**config.mk**
```make
export PLATFORM = sky130hd
export DESIGN_NAME = dbf_input_filter
export DESIGN_NICKNAME = d
export VERILOG_FILES = /design/src/rtl/dbf_pkg.sv /design/src/rtl/dbf_rst_sync.sv /design/src/rtl/dbf_bit.sv /design/src/rtl/dbf_input_filter.sv
export SDC_FILE = /design/constraint.sdc
export NUM_CORES = 1
export LEC_CHECK = 0
export BUFFER_PORTS_ARGS = -buffer_cell sky130_fd_sc_hd__clkbuf_2
export CAP_MARGIN = 20
export CORE_MARGIN = 2
export CORE_UTILIZATION = 54
export CTS_CLUSTER_DIAMETER = 150
export CTS_CLUSTER_SIZE = 16
export DETAILED_ROUTE_END_ITERATION = 10
export PLACE_DENSITY = 0.81
export SKIP_CTS_REPAIR_TIMING = 1
export SLEW_MARGIN = 20
export SYNTH_ARGS = -nofsm -noshare
export SYNTH_HDL_FRONTEND = slang
export SYNTH_SLANG_ARGS = --single-unit
```
**constraint.sdc**
```tcl
create_clock -name dbc_clk -period 2.05 [get_ports dbc_clk]
set_clock_uncertainty 0.15 [all_clocks]
set_input_delay 0.41 -clock dbc_clk [delete_from_list [all_inputs] [get_ports dbc_clk]]
set_output_delay 0.41 -clock dbc_clk [all_outputs]
set_load 0.1 [all_outputs]
```
**src/rtl/dbf_pkg.sv**
```systemverilog
package dbf_pkg;

   // Next filtered level from a window of samples and the held level.
   function automatic logic dbf_next_level(input logic all_one,
                                           input logic all_zero,
                                           input logic held);
      logic nxt;
      if (all_one)       nxt = 1'b1;
      else if (all_zero) nxt = 1'b0;
      else               nxt = held;
      return nxt;
   endfunction

endpackage

```
**src/rtl/dbf_rst_sync.sv**
```systemverilog
module dbf_rst_sync #(
   parameter int STAGES = 2
) (
   input  logic clk,
   input  logic arst_n,
   output logic rst_n_out
);

   if (STAGES < 2) begin : g_bad_stages
      $error("dbf_rst_sync: STAGES must be at least 2");
   end

   logic [STAGES-1:0] chain;

   always_ff @(posedge clk or negedge arst_n) begin
      if (!arst_n) chain <= '0;
      else         chain <= {chain[STAGES-2:0], 1'b1};
   end

   assign rst_n_out = chain[STAGES-1];

   // a low external reset forces the internal reset low.
   p_reset_hold_r7: assert property (@(posedge clk)
      !arst_n |-> !rst_n_out);

   // the release is only seen after the external reset was already high.
   p_release_sync_r8: assert property (@(posedge clk) disable iff (!arst_n)
      $rose(rst_n_out) |-> $past(arst_n));

endmodule

```
**src/rtl/dbf_bit.sv**
```systemverilog
module dbf_bit
   import dbf_pkg::*;
#(
   parameter int SAMPLES = 2
) (
   input  logic clk,
   input  logic rst_n,
   input  logic raw,
   input  logic en,
   output logic y
);

   if (SAMPLES < 2) begin : g_bad_samples
      $error("dbf_bit: SAMPLES must be at least 2");
   end

   logic [SAMPLES-1:0] stg;
   logic               held;
   logic               all_one;
   logic               all_zero;

   always_ff @(posedge clk or negedge rst_n) begin
      if (!rst_n) stg <= '0;
      else        stg <= {stg[SAMPLES-2:0], raw};
   end

   assign all_one  = &stg;
   assign all_zero = ~|stg;

   always_ff @(posedge clk or negedge rst_n) begin
      if (!rst_n) held <= 1'b0;
      else        held <= dbf_next_level(all_one, all_zero, held);
   end

   assign y = en ? held : raw;

   // a full window of ones gives a high level on the next edge.
   p_rise_after_window_r1: assert property (@(posedge clk) disable iff (!rst_n)
      all_one |=> held);

   // a full window of zeros gives a low level on the next edge.
   p_fall_after_window_r2: assert property (@(posedge clk) disable iff (!rst_n)
      all_zero |=> !held);

   // a mixed window never moves the held level.
   p_mixed_holds_r3: assert property (@(posedge clk) disable iff (!rst_n)
      (!all_one && !all_zero) |=> $stable(held));

   // during reset the held level is clear.
   p_clear_in_reset_r7: assert property (@(posedge clk)
      !rst_n |-> !held);

endmodule

```
**src/rtl/dbf_input_filter.sv**
```systemverilog
module dbf_input_filter #(
   parameter int WIDTH      = 8,
   parameter int SAMPLES    = 2,
   parameter int RST_STAGES = 2
) (
   input  logic             dbc_clk,
   input  logic             dbc_arst_n,
   input  logic [WIDTH-1:0] raw_in,
   input  logic [WIDTH-1:0] filt_en,
   output logic [WIDTH-1:0] filt_out
);

   if (WIDTH < 1) begin : g_bad_width
      $error("dbf_input_filter: WIDTH must be at least 1");
   end

   logic rst_int_n;
   logic rst_gate_n;

   dbf_rst_sync #(.STAGES(RST_STAGES)) u_rst (
      .clk       (dbc_clk),
      .arst_n    (dbc_arst_n),
      .rst_n_out (rst_int_n)
   );

   // Assertion stays asynchronous; release follows the synchronizer.
   assign rst_gate_n = rst_int_n & dbc_arst_n;

   for (genvar i = 0; i < WIDTH; i++) begin : g_bit
      dbf_bit #(.SAMPLES(SAMPLES)) u_bit (
         .clk   (dbc_clk),
         .rst_n (rst_gate_n),
         .raw   (raw_in[i]),
         .en    (filt_en[i]),
         .y     (filt_out[i])
      );
   end

endmodule

```
==> results.ini <==
[cells_and_area]
areaGrowthSynthToFinish_pct = 15.1
multiInputGateArea_um2 = 350
fillers = 151
finalInstanceArea_um2 = 1220
fin_util_pct = 64.2
final_common_cell = dfrtp_1
drive_gt1_share_pct = 56.0
ff_latch_area_um2 = 651
num_antenna_cells = 0
final_nets = 111
final_cell_mix = dfrtp_1 (26), clkbuf_2 (25), mux2_4 (16)

[worst_setup_path]
critPathCaptureType = primary output
reg2regPathDepth = 2
cp_max_fo = 2
rr_endpoint = g_bit[6].u_bit.held
r2r_start = g_bit[6].u_bit.stg[0]
worstPathArrival_ns = 1.34
required_ns = 1.49
critPathKind = reg -> out
cp-start-kind = flop
r2r_setup_slack_ns = 0.78

[sta]
slew_headroom_pct = 64.2
rsz0062_at_grt = false
setup-violations-final = 0
holdWs_ns = 0.0648
fin_tns_setup_ns = 0
period_share_pct = 92.7
slew_violations = 0
worst_pin_slew_ns = 0.539
fmax_mhz = 526
min_period_ns = 1.90
hold_viol = 0

[worst_hold_path]
min_to = g_bit[3].u_bit.stg[0]
whs_path_depth = 1
min_path_type = in -> reg
hp-start = raw_in[3]

[floorplanning]
core_um2 = 1900
fp.dieH_um = 48.3
die_area_um2 = 2340
ioPinCount = 26
placementRows = 16
start_util_pct = 55.8
die_w_um = 48.3

[placed_design]
post_dp_cell_area_um2 = 1170
portBuffers = 25
place_hpwl_um = 958
routabilityCongestion = 0.647

[power]
vdd_drop_max_mv = 0.698
powerDensity_nw_per_um2 = 885
p_total_mw = 1.08
p_leak_nw = 0.664

[logic_synthesis]
syn-cell-area_um2 = 1060
ys_seq_elements = 26
yosysWarnings = 0
yosysUniqueCellTypes = 6
synth_area_per_cell_um2 = 17.7
netlist_instances = 60
ys_seq_area_share_pct = 61.3
synth_fp_nets = 86

[clock_tree]
tritoncts.num_buffers = 3
clk_pin_slew_worst_paths_ns = 0.13
cts_tree = done
clockBufferDepth = 2
htreeDepth = 1
clk-insertion-delay-late_ns = 0.30
clockRootBuffer = clkbuf_4
cts.sinks = 26

[route]
drt-initial-drc-count = 0
wirelength_um = 1220
num_vias = 515
viasPerCell = 4.64
final_antenna_net_count = 0
wl_per_cell_um = 11.0
dr.pass1.iters = 1
drc = 0

[run_status]
outcome = finished, final reports clean

[global_routing]
antenna_found_initial = 0
grt_max_degree = 15
gr-total-overflow = 0
grt_first_pass_wirelength_um = 2190
grt_pass1_vias = 513
track_usage_pct = 12.5

[run]
cap_violations = 0

## Yosys cell counts
| library cell | instances | area share, % |
|---|---|---|
| and2_1 | 1 | 0.59 |
| buf_4 | 8 | 5.7 |
| conb_1 | 1 | 0.35 |
| dfrtp_1 | 26 | 61 |
| ha_1 | 8 | 9.4 |
| mux2_4 | 16 | 23 |
## registers in the layout (all words and copies together), names as in the netlist
| register | cells |
|---|---|
| g_bit.u_bit.stg | 16 |
| g_bit.u_bit.held | 8 |
| u_rst.chain | 2 |
## cells by family (layout without fill, tap and decap cells)
| logic type | Yosys count | in the layout | synth area share, % |
|---|---|---|---|
| adders and majority gates | 8 | 8 | 9.43 |
| buffers and inverters | 8 | 32 | 5.66 |
| DFF | 26 | 26 | 61.3 |
| muxes | 16 | 16 | 22.6 |
| other | 1 | 1 | 0.353 |
| and+or+nand+nor | 1 | 1 | 0.590 |
## layer usage
metal | vias to the layer above | GRT usage (%) | wire length (um)
met5 | - | 0 | 0
met4 | 0 | 4.29 | 11
met3 | 2 | 5.56 | 68
met2 | 15 | 18.5 | 568
met1 | 253 | 16.6 | 572
li1 | 245 | - | -
## worst max-delay path, stage by stage, from the launching register on
cell and delay [ns]:
dfrtp_1 0.41, mux2_4 0.26, clkbuf_2 0.37
## final cells by class
cell class                      instances  area share (%)
Tap cell                               27            2.77
Multi-Input combinational cell         26            28.7
Sequential cell                        26            53.3
Timing Repair Buffer                   28            12.3
Clock buffer                            4            2.97
## power breakdown
| part | switching, mW | total, mW | internal, mW |
|---|---|---|---|
| clock | 0.132 | 0.241 | 0.108 |
| sequential | 0.0194 | 0.570 | 0.550 |
| combinational | 0.178 | 0.270 | 0.0924 |
## how the worst max path moves through the flow
| stage | depth (start not counted) | startpoint | slack, ns | endpoint |
|---|---|---|---|---|
| 2_1_floorplan | 2 | filt_en[0] | 0.58 | filt_out[0] |
| 3_3_place_gp | 3 | filt_en[7] | 0.34 | filt_out[7] |
| 3_5_place_dp | 3 | filt_en[1] | 0.33 | filt_out[1] |
| 4_1_cts | 2 | g_bit[2].u_bit.held | 0.13 | filt_out[2] |
| 5_1_grt | 2 | g_bit[2].u_bit.held | 0.09 | filt_out[2] |
| 6_report | 2 | g_bit[2].u_bit.held | 0.15 | filt_out[2] |
## metrics by stage
stage	instances	setup WS (ns)
6_report	111	0.150
5_1_grt	111	0.0896
4_1_cts	110	0.129
3_5_place_dp	106	0.330
3_3_place_gp	106	0.341
2_1_floorplan	60	0.580
Note: power is estimated with default switching activity, not from simulation.
